`config.mk`:
```
export PLATFORM = sky130hd
export DESIGN_NAME = buswidth_conv
export DESIGN_NICKNAME = d
export VERILOG_FILES = /design/src/rtl/buswidth_conv_pkg.sv /design/src/rtl/buswidth_conv_cfg.sv /design/src/rtl/buswidth_conv_beat.sv /design/src/rtl/buswidth_conv_lanes.sv /design/src/rtl/buswidth_conv.sv
export SDC_FILE = /design/constraint.sdc
export NUM_CORES = 1
export LEC_CHECK = 0
export CAP_MARGIN = 5
export CORE_ASPECT_RATIO = 2
export CORE_MARGIN = 4
export CORE_UTILIZATION = 60
export DETAILED_ROUTE_END_ITERATION = 8
export PLACE_DENSITY = 0.88
export SETUP_SLACK_MARGIN = 0.1
export SLEW_MARGIN = 20
export SYNTH_ARGS = -nofsm -noshare
export SYNTH_HDL_FRONTEND = slang
export SYNTH_SLANG_ARGS = --single-unit
```
`constraint.sdc`:
```
create_clock -name clk -period 10.1 [get_ports clk]
set_input_delay 1.515 -clock clk [delete_from_list [all_inputs] [get_ports clk]]
set_output_delay 1.515 -clock clk [all_outputs]
set_load 0.05 [all_outputs]
```
`src/rtl/buswidth_conv_pkg.sv`:
```
package buswidth_conv_pkg;

  localparam int unsigned CNT_W = 4;

  typedef logic [CNT_W-1:0] cnt_t;

  typedef enum logic [1:0] {
    WSEL_FULL    = 2'd0,
    WSEL_HALF    = 2'd1,
    WSEL_QUARTER = 2'd2,
    WSEL_SPARE   = 2'd3
  } wsel_e;

  typedef enum logic {
    DIR_SPLIT = 1'b0,
    DIR_PACK  = 1'b1
  } dir_e;

  typedef struct packed {
    dir_e  dir;
    logic  little;
    cnt_t  in_lanes;
    cnt_t  out_lanes;
    cnt_t  ratio;
  } conv_cfg_t;

  // Number of base lanes covered by a width select code.
  function automatic cnt_t lanes_for(input logic [1:0] sel, input cnt_t all);
    case (wsel_e'(sel))
      WSEL_HALF:    return all >> 1;
      WSEL_QUARTER: return all >> 2;
      default:      return all;
    endcase
  endfunction

  // Resolve the pin settings into direction, lane counts and transfer ratio.
  function automatic conv_cfg_t decode_cfg(input logic [1:0] isel,
                                           input logic [1:0] osel,
                                           input logic       le_pin,
                                           input cnt_t       all);
    conv_cfg_t c;
    cnt_t      il;
    cnt_t      ol;
    il = lanes_for(isel, all);
    ol = lanes_for(osel, all);
    // two different narrow widths: fall back to pass-through at input width
    if (il != all && ol != all) ol = il;
    c.little    = le_pin;
    c.in_lanes  = il;
    c.out_lanes = ol;
    if (il < ol) begin
      c.dir   = DIR_PACK;
      c.ratio = ol / il;
    end else begin
      c.dir   = DIR_SPLIT;
      c.ratio = il / ol;
    end
    return c;
  endfunction

  // Slot of the long word that a given beat touches.
  function automatic cnt_t slot_of(input cnt_t beat, input cnt_t ratio, input logic little);
    return little ? beat : ratio - beat - cnt_t'(1);
  endfunction

endpackage

```
`src/rtl/buswidth_conv_cfg.sv`:
```
module buswidth_conv_cfg
  import buswidth_conv_pkg::*;
#(
  parameter int unsigned LANES = 4
) (
  input  logic       clk,
  input  logic       rst_n,
  input  logic [1:0] in_sel,
  input  logic [1:0] out_sel,
  input  logic       le_sel,
  output conv_cfg_t  cfg
);

  conv_cfg_t cfg_q;

  // Captured on every edge while reset is low, frozen afterwards.
  always_ff @(posedge clk) begin
    if (!rst_n) cfg_q <= decode_cfg(in_sel, out_sel, le_sel, cnt_t'(LANES));
  end

  assign cfg = cfg_q;

endmodule

```
`src/rtl/buswidth_conv_beat.sv`:
```
module buswidth_conv_beat
  import buswidth_conv_pkg::*;
(
  input  logic clk,
  input  logic rst_n,
  input  logic adv,
  input  cnt_t limit,
  output cnt_t cnt,
  output logic last
);

  cnt_t cnt_q;

  assign last = (cnt_q == limit - cnt_t'(1));
  assign cnt  = cnt_q;

  always_ff @(posedge clk) begin
    if (!rst_n)   cnt_q <= '0;
    else if (adv) cnt_q <= last ? '0 : cnt_q + cnt_t'(1);
  end

endmodule

```
`src/rtl/buswidth_conv_lanes.sv`:
```
module buswidth_conv_lanes
  import buswidth_conv_pkg::*;
#(
  parameter int unsigned LANE_W = 9,
  parameter int unsigned LANES  = 4
) (
  input  logic [LANES*LANE_W-1:0]      in_bus,
  input  logic [LANES-1:0][LANE_W-1:0] hold,
  input  cnt_t                         wr_slot,
  input  cnt_t                         wr_width,
  input  cnt_t                         rd_slot,
  input  cnt_t                         rd_width,
  output logic [LANES-1:0]             wr_en,
  output logic [LANES-1:0][LANE_W-1:0] wr_lane,
  output logic [LANES*LANE_W-1:0]      out_bus
);

  localparam int unsigned IDX_W = $clog2(LANES);

  logic [LANES-1:0][LANE_W-1:0] in_lanes;
  logic [LANES-1:0][LANE_W-1:0] out_lanes;
  cnt_t wr_base;
  cnt_t rd_base;

  assign in_lanes = in_bus;
  assign wr_base  = wr_slot * wr_width;
  assign rd_base  = rd_slot * rd_width;

  for (genvar L = 0; L < LANES; L++) begin : g_lane
    cnt_t             here;
    logic [IDX_W-1:0] wr_idx;
    logic [IDX_W-1:0] rd_idx;

    assign here   = cnt_t'(L);
    assign wr_idx = IDX_W'(here - wr_base);
    assign rd_idx = IDX_W'(rd_base + here);

    // lane L of the long word belongs to the slot being written
    assign wr_en[L]     = (here >= wr_base) && (here < wr_base + wr_width);
    assign wr_lane[L]   = in_lanes[wr_idx];
    // output lane L shows the matching lane of the slot being read
    assign out_lanes[L] = (here < rd_width) ? hold[rd_idx] : '0;
  end

  assign out_bus = out_lanes;

endmodule

```
`src/rtl/buswidth_conv.sv`:
```
module buswidth_conv
  import buswidth_conv_pkg::*;
#(
  parameter int unsigned LANE_W = 9,
  parameter int unsigned LANES  = 4
) (
  input  logic                    clk,
  input  logic                    rst_n,
  input  logic [1:0]              cfg_in_w,
  input  logic [1:0]              cfg_out_w,
  input  logic                    cfg_le,
  input  logic                    in_valid,
  output logic                    in_ready,
  input  logic [LANES*LANE_W-1:0] in_data,
  output logic                    out_valid,
  input  logic                    out_ready,
  output logic [LANES*LANE_W-1:0] out_data
);

  conv_cfg_t cfg_q;
  cnt_t      beat_cnt;
  cnt_t      slot;
  cnt_t      wr_slot;
  cnt_t      rd_slot;
  logic      beat_last;
  logic      is_pack;
  logic      fire_in;
  logic      fire_out;
  logic      beat_adv;
  logic      full_q;

  logic [LANES-1:0][LANE_W-1:0] hold_q;
  logic [LANES-1:0][LANE_W-1:0] wr_lane;
  logic [LANES-1:0]             wr_en;

  buswidth_conv_cfg #(.LANES(LANES)) u_cfg (
    .clk     (clk),
    .rst_n   (rst_n),
    .in_sel  (cfg_in_w),
    .out_sel (cfg_out_w),
    .le_sel  (cfg_le),
    .cfg     (cfg_q)
  );

  assign is_pack  = (cfg_q.dir == DIR_PACK);
  assign fire_in  = in_valid && in_ready;
  assign fire_out = out_valid && out_ready;
  assign beat_adv = is_pack ? fire_in : fire_out;

  buswidth_conv_beat u_beat (
    .clk   (clk),
    .rst_n (rst_n),
    .adv   (beat_adv),
    .limit (cfg_q.ratio),
    .cnt   (beat_cnt),
    .last  (beat_last)
  );

  assign slot    = slot_of(beat_cnt, cfg_q.ratio, cfg_q.little);
  assign wr_slot = is_pack ? slot : '0;
  assign rd_slot = is_pack ? '0 : slot;

  buswidth_conv_lanes #(.LANE_W(LANE_W), .LANES(LANES)) u_lanes (
    .in_bus   (in_data),
    .hold     (hold_q),
    .wr_slot  (wr_slot),
    .wr_width (cfg_q.in_lanes),
    .rd_slot  (rd_slot),
    .rd_width (cfg_q.out_lanes),
    .wr_en    (wr_en),
    .wr_lane  (wr_lane),
    .out_bus  (out_data)
  );

  // Pack: a full word blocks only until it is taken.
  // Split: a new word waits for the last sub-word to leave.
  assign in_ready  = is_pack ? (!full_q || out_ready)
                             : (!full_q || (out_ready && beat_last));
  assign out_valid = full_q;

  always_ff @(posedge clk) begin
    if (!rst_n) begin
      full_q <= 1'b0;
    end else if (is_pack) begin
      if (fire_in && beat_last) full_q <= 1'b1;
      else if (fire_out)        full_q <= 1'b0;
    end else begin
      if (fire_in)                     full_q <= 1'b1;
      else if (fire_out && beat_last)  full_q <= 1'b0;
    end
  end

  always_ff @(posedge clk) begin
    if (!rst_n) begin
      hold_q <= '0;
    end else begin
      for (int l = 0; l < LANES; l++) begin
        if (fire_in && wr_en[l]) hold_q[l] <= wr_lane[l];
      end
    end
  end

endmodule

```
# After elaboration in Yosys (flattened, before gate mapping)
# Cells that the tools add are included.
[totals] ff_bits=55 latchBits=0 mem_bits_rw=0 mem_bits_ro=0 n_memories=0
[op_classes] addsub=12 multipliers=2 div_mod_pow=2 order_cmp=21 n_eq_ne=8 n_shift=0 n_mux=39 n_bitwise=0 n_reduce_logical=19
[op_table] operator="$bmux W9 S2" n=8
[op_table] operator="$mux W9" n=12
[op_table] operator="$mux W4" n=9
[op_table] operator="$lt A2 B3 Y1 const B" n=8
[op_table] operator="$lt A1 B4 Y1 const A" n=4
[op_table] operator="$lt A2 B4 Y1 const A" n=4
[op_table] operator="$logic_and A1 B1 Y1" n=14
[op_table] operator="$pmux W3 S2" n=2
[op_table] operator="$div A4 B4 Y4" n=2
[op_table] operator="$ge A1 B4 Y1 const A" n=2
[op_table] operator="$ge A2 B4 Y1 const A" n=2
[op_table] operator="$mux W1" n=8
[op_table] operator="$ne A4 B3 Y1 const B" n=2
[op_table] operator="$sub A4 B1 Y4 const B" n=2
[op_table] operator="$add A2 B2 Y2 const B" n=2
[op_table] operator="$add A4 B1 Y4 const B" n=1
[op_table] operator="$add A4 B4 Y4" n=1
[op_table] operator="$eq A2 B1 Y1 const B" n=2
[op_table] operator="$eq A2 B2 Y1 const B" n=2
[op_table] operator="$eq A4 B4 Y1" n=1
[op_table] operator="$lt A4 B4 Y1" n=1
[op_table] operator="$mul A4 B4 Y2" n=1
[op_table] operator="$mul A4 B4 Y4" n=1
[op_table] operator="$sub A1 B2 Y2 const A" n=2
[op_table] operator="8 further kinds" n=10

# Depth between registers and ports, before layout
[logic_depth] depth_word=9 mapped_depth=18 mapped_depth_nobuf=18

# Hierarchy
# A second synthesis with hierarchy kept.
[unflattened] hier_cells=609 area_unflattened_um2=5715.5
[by_module_without_submodules] module="buswidth_conv_lanes" n_inst=1 cells_each=261 area_each_um2=2486.1 seq_area_each_um2=0.0
[by_module_without_submodules] module="buswidth_conv" n_inst=1 cells_each=203 area_each_um2=1746.7 seq_area_each_um2=740.7
[by_module_without_submodules] module="buswidth_conv_cfg" n_inst=1 cells_each=116 area_each_um2=1183.6 seq_area_each_um2=360.3
[by_module_without_submodules] module="buswidth_conv_beat" n_inst=1 cells_each=29 area_each_um2=299.0 seq_area_each_um2=80.1

# Worst setup path before layout
# OpenSTA, ideal clock, no wires.
[synth_timing] path_type="input to register" start="input cfg_in_w[0]" end="register u_cfg.cfg[0] (netlist name)" setup_ns=0.272 arrival_ns=5.020 required_ns=9.828 path_slack_ns=4.808 cell_stages=18 path_buffers=0 cell_sequence="inv_1 > ha_1 > nor2_1 > mux2i_1 > fa_1 > o21ai_0 > a211oi_1 > mux2i_1 > ha_1 > o21ai_0 > nand2b_1 > a21o_1 > nand2_1 > nand2_1 > o21ai_0 > ha_1 > a2111oi_0 > a31oi_1"
[synth_between] elab_chain_cells=9 elab_cells_between_ends=12
[synth_lines] element="start: declaration" line_no="buswidth_conv.sv:9" text="input logic [1:0] cfg_in_w,"
[synth_lines] element="$eq A2 B2 Y1 or $eq A2 B1 Y1 (tied branches)" line_no="buswidth_conv_pkg.sv:29" text="case (wsel_e'(sel))"
[synth_lines] element="$pmux W3 S2 (*)" line_no="buswidth_conv_pkg.sv:29"
[synth_lines] element="$mux W4 (*)" line_no="buswidth_conv_cfg.sv:18" text="if (!rst_n) cfg_q <= decode_cfg(in_sel, out_sel, le_sel, cnt_t'(LANES));"
[synth_lines] element="$ne A4 B3 Y1" line_no="buswidth_conv_pkg.sv:47" text="if (il != all && ol != all) ol = il;"
[synth_lines] element="$logic_and A1 B1 Y1" line_no="buswidth_conv_pkg.sv:47"
[synth_lines] element="$mux W4" line_no="buswidth_conv_pkg.sv:47"
[synth_lines] element="$mux W4" line_no="buswidth_conv_cfg.sv:18"
[synth_lines] element="$div A4 B4 Y4 (tied with other cells)" line_no="buswidth_conv_pkg.sv:56" text="c.ratio = il / ol;"
[synth_lines] element="$mux W4 (*)" line_no="buswidth_conv_pkg.sv:51" text="if (il < ol) begin"
# Mark *: on every way between the ends. The rest lies on a longest branch, timed or not. The select of a mux whose other input is x is not followed.
# A chain may end at the register's enable or synchronous reset.

# Worst setup path after layout
[layout_timing] start="input cfg_in_w[0]" end="register u_cfg.cfg[0] (netlist name)"
[layout_between] elab_chain_cells=9 elab_cells_between_ends=12
[layout_lines] element="$eq A2 B2 Y1 or $eq A2 B1 Y1 (tied branches)" line_no="buswidth_conv_pkg.sv:29"
[layout_lines] element="$pmux W3 S2 (*)" line_no="buswidth_conv_pkg.sv:29"
[layout_lines] element="$mux W4 (*)" line_no="buswidth_conv_cfg.sv:18"
[layout_lines] element="$ne A4 B3 Y1" line_no="buswidth_conv_pkg.sv:47"
[layout_lines] element="$logic_and A1 B1 Y1" line_no="buswidth_conv_pkg.sv:47"
[layout_lines] element="$mux W4" line_no="buswidth_conv_pkg.sv:47"
[layout_lines] element="$mux W4" line_no="buswidth_conv_cfg.sv:18"
[layout_lines] element="$div A4 B4 Y4 (tied with other cells)" line_no="buswidth_conv_pkg.sv:56"
[layout_lines] element="$mux W4 (*)" line_no="buswidth_conv_pkg.sv:51"
# Marks and branches as above.

==> impl_metrics.json <==
{
  "fp.dieH_um": 140.5,
  "post_synth_num_cell_types": 49,
  "p_total_mw": 1.571,
  "gp_routability_congestion": 1.019,
  "critPathArrivalTime_ps": 6110,
  "vias_in_the_first_global_route": 4985,
  "antenna_cells_inserted": 0,
  "dp_hpwl_mm": 11.94,
  "synth.top_cells.by_area": "dfxtp_1 16%, mux4_2 15%, mux2i_1 9.7%, ha_1 8.3%, edfxtp_1 6.8%",
  "crit_slowest_cell": "fa_1",
  "start_util_pct": 61.32,
  "fill_cell_instance_count_of_the_final_layout": 636,
  "critical_path.reg2reg.endpoint": "hold_q[27]",
  "grt_overflow": 0,
  "hold_violations": 0,
  "worst_ep_required_time_ps": 10130,
  "r2r_slack_ps": 5130,
  "cts_resized": 0,
  "cts_tree": "yes",
  "yosysSeqAreaShare_pct": 22.43,
  "avgViaCountPerCell": 6.921,
  "nNetsFinal": 688,
  "layout-drive-gt1-share_pct": 13.37,
  "crit_type": "input pin to register",
  "run_status": "finished, final reports clean",
  "mappedNetlistArea_mm2": 0.005266,
  "synth_cells": 543,
  "relSlewSlack_pct": 29.66,
  "rsz0062_at_grt": "false",
  "setup_slack_ps": 4022,
  "cp_num_buf_inv": 2,
  "setup_viol": 0,
  "post_synth_edffs": 12,
  "worst_hold_path_type": "register to register",
  "postRouteWirelength_mm": 15.93,
  "final_area_mm2": 0.006294,
  "post-route-min-period_ps": 6078,
  "actual_slew_at_the_worst_max_slew_pin_ps": 1055,
  "routedWlPerCell_um": 22.56,
  "vias": 4886,
  "ctsRootBufferMaster": "clkbuf_16",
  "seq_area_mm2": 0.001181,
  "fin_worst_skew_ps": 8.587,
  "synthDominantAreaCellType": "dfxtp_1",
  "coreArea_mm2": 0.008588,
  "crit_path_start_kind": "input pin",
  "design.portCount": 83,
  "fmaxAchievable_ghz": 0.1645,
  "drtIter0Drc": 680,
  "placedInstanceArea_mm2": 0.006096,
  "fin_crit_sh_pct": 60.18,
  "buffer_ports.inserted": 82,
  "setup_tns_ps": 0,
  "multi_input_combinational_cell_area_mm2": 0.003800,
  "holdPathEnd": "hold_q[13]",
  "chipWidth_um": 74.25,
  "critical-path-top-delay-family": "adder cells",
  "r2r.worst_path.cells": 14,
  "antenna_found_initial": 0,
  "leakage_nw": 2.497,
  "finalMaxSlewViolations": 0,
  "mostFrequentLayoutCell": "clkdlybuf4s50_1",
  "worst_ir_drop_vdd_mv": 0.1457,
  "floorplan.die_area_mm2": 0.01043,
  "largest_net_degree_at_the_start_of_global_routing": 37,
  "critical_path.max_fanout": 9,
  "worstSkewPairLatency_ps": 300,
  "final_cell_mix": "82 x clkdlybuf4s50_1, 51 x mux2i_1, 41 x dfxtp_1, 36 x mux4_2, 35 x ha_1",
  "synth_warnings": 0,
  "grt_first_pass_wirelength_mm": 25.34,
  "antenna_violation_net_count_after_detailed_routing": 0,
  "power-per-cell-area_mw_per_mm2": 249.6,
  "drc_violations": 0,
  "htree_levels": 2,
  "worst_r2r_startpoint": "u_cfg.cfg[0]",
  "clk_transition_reported_paths_ps": 70,
  "timing.hold.worst.start": "hold_q[13]",
  "postSynth.topFlopCell": "dfxtp_1",
  "synth_fp_nets": 626,
  "number_of_iterations_in_the_first_detailed_routing_pass": 6,
  "async_flop_share_pct": 0,
  "clkSinkCount": 53,
  "fp-row-count": 48,
  "count_of_buffers_added_by_post_cts_timing_repair_for_setup": 0,
  "synth.top_cell.area_share_pct": 15.59,
  "critPathMaxStageDelay_ps": 570,
  "timing.max_cap.violations": 0,
  "timing.critical_path.to_type": "register",
  "cts_hold_buf": 0,
  "place_ws_ps": 3723,
  "hold-path-cell-count": 2,
  "crit_chain": "clkdlybuf4s50_1, inv_1, ha_1, nor2_1, mux2i_1, fa_1, o21ai_0, a211oi_1, mux2i_1, ha_1, o21ai_0, nand2b_1, a21o_1, nand2_1, nand2_1, o21ai_0, ha_1, a2111oi_0, a31oi_1",
  "track_usage_pct": 31.59,
  "area_growth_syn_to_layout_pct": 19.51,
  "cts_made_buffers": 5,
  "crit_cells": 19,
  "synth.ff_latch_count": 53,
  "syn_avg_cell_area_um2": 9.699,
  "cts_buffer_depth": 2
}
-- power breakdown --
part	total, mW	switching (mW)	leakage [nW]	internal, mW
Clock	0.194	0.0802	0.0856	0.114
Combinational	1.00	0.589	1.96	0.415
Sequential	0.373	0.0915	0.452	0.281
-- state kept, by name (all words and copies together), names as in the netlist --
register	count
u_beat.cnt	4
u_cfg.cfg	12
out_valid	1
hold_q	36
-- worst min-delay path, delay by kind of cell, from the launching register on --
kind / cells / cell delay (ps)
DFF: 1 / 340
buffers and inverters: 1 / 70
AOI/OAI and AO/OA: 1 / 50
-- layer usage --
layer,global-route usage [%],share of wire [%],vias up
met3,4.526,6.4,95
li1,-,-,2162
met2,55.99,54,286
met5,0,0,-
met4,21.29,7.9,0
met1,32.73,32,2343
-- worst max-delay path by stage --
stage | from | endpoint | slack, ps
after floorplan | cfg_in_w[0] | u_cfg.cfg[0] | 4810
after global placement | cfg_in_w[0] | u_cfg.cfg[0] | 3870
after detailed placement | cfg_in_w[0] | u_cfg.cfg[0] | 3720
after CTS | cfg_in_w[0] | u_cfg.cfg[0] | 4030
after global routing | cfg_in_w[0] | u_cfg.cfg[0] | 3510
final | cfg_in_w[0] | u_cfg.cfg[0] | 4020
-- cell usage after synthesis, types with 20 or more instances --
cell type,count
mux2i_1,51
dfxtp_1,41
mux4_2,36
ha_1,35
inv_1,33
nand2_1,33
o21ai_0,30
nor2b_1,29
nand3_1,26
nor2_1,21
a21oi_1,20
nand4_1,20
-- cell families (layout without fill, tap and decap cells) --
group                      count (synthesis)  after routing  share of synthesized area, %
DFF                                       53             53                         22.43
AOI/OAI and AO/OA                        108            108                         14.97
and+or+nand+nor                          158            158                         15.54
xor gates and xnor gates                  19             19                         4.039
muxes                                    100            100                         28.04
buffers and inverters                     67            130                         5.536
adders and majority gates                 38             38                         9.456
-- layout make-up --
type,count,share of cell area [%]
clock inverter,1,0.09940
tap,100,1.988
clock buffer,7,2.604
inverter,33,1.968
sequential,53,18.77
timing repair buffer,89,14.19
multi-input combinational,423,60.38
-- stage by stage --
stage | instances | utilization (%) | hold slack [ps]
after floorplan | 543 | - | 471.3
after global placement | 697 | 70.98 | 483.6
after detailed placement | 697 | 70.98 | 502.8
after CTS | 705 | 72.96 | 513.1
after global routing | 706 | 73.28 | 540.8
final | 706 | 73.28 | 514.8
Power figures use the tool's default switching activity.
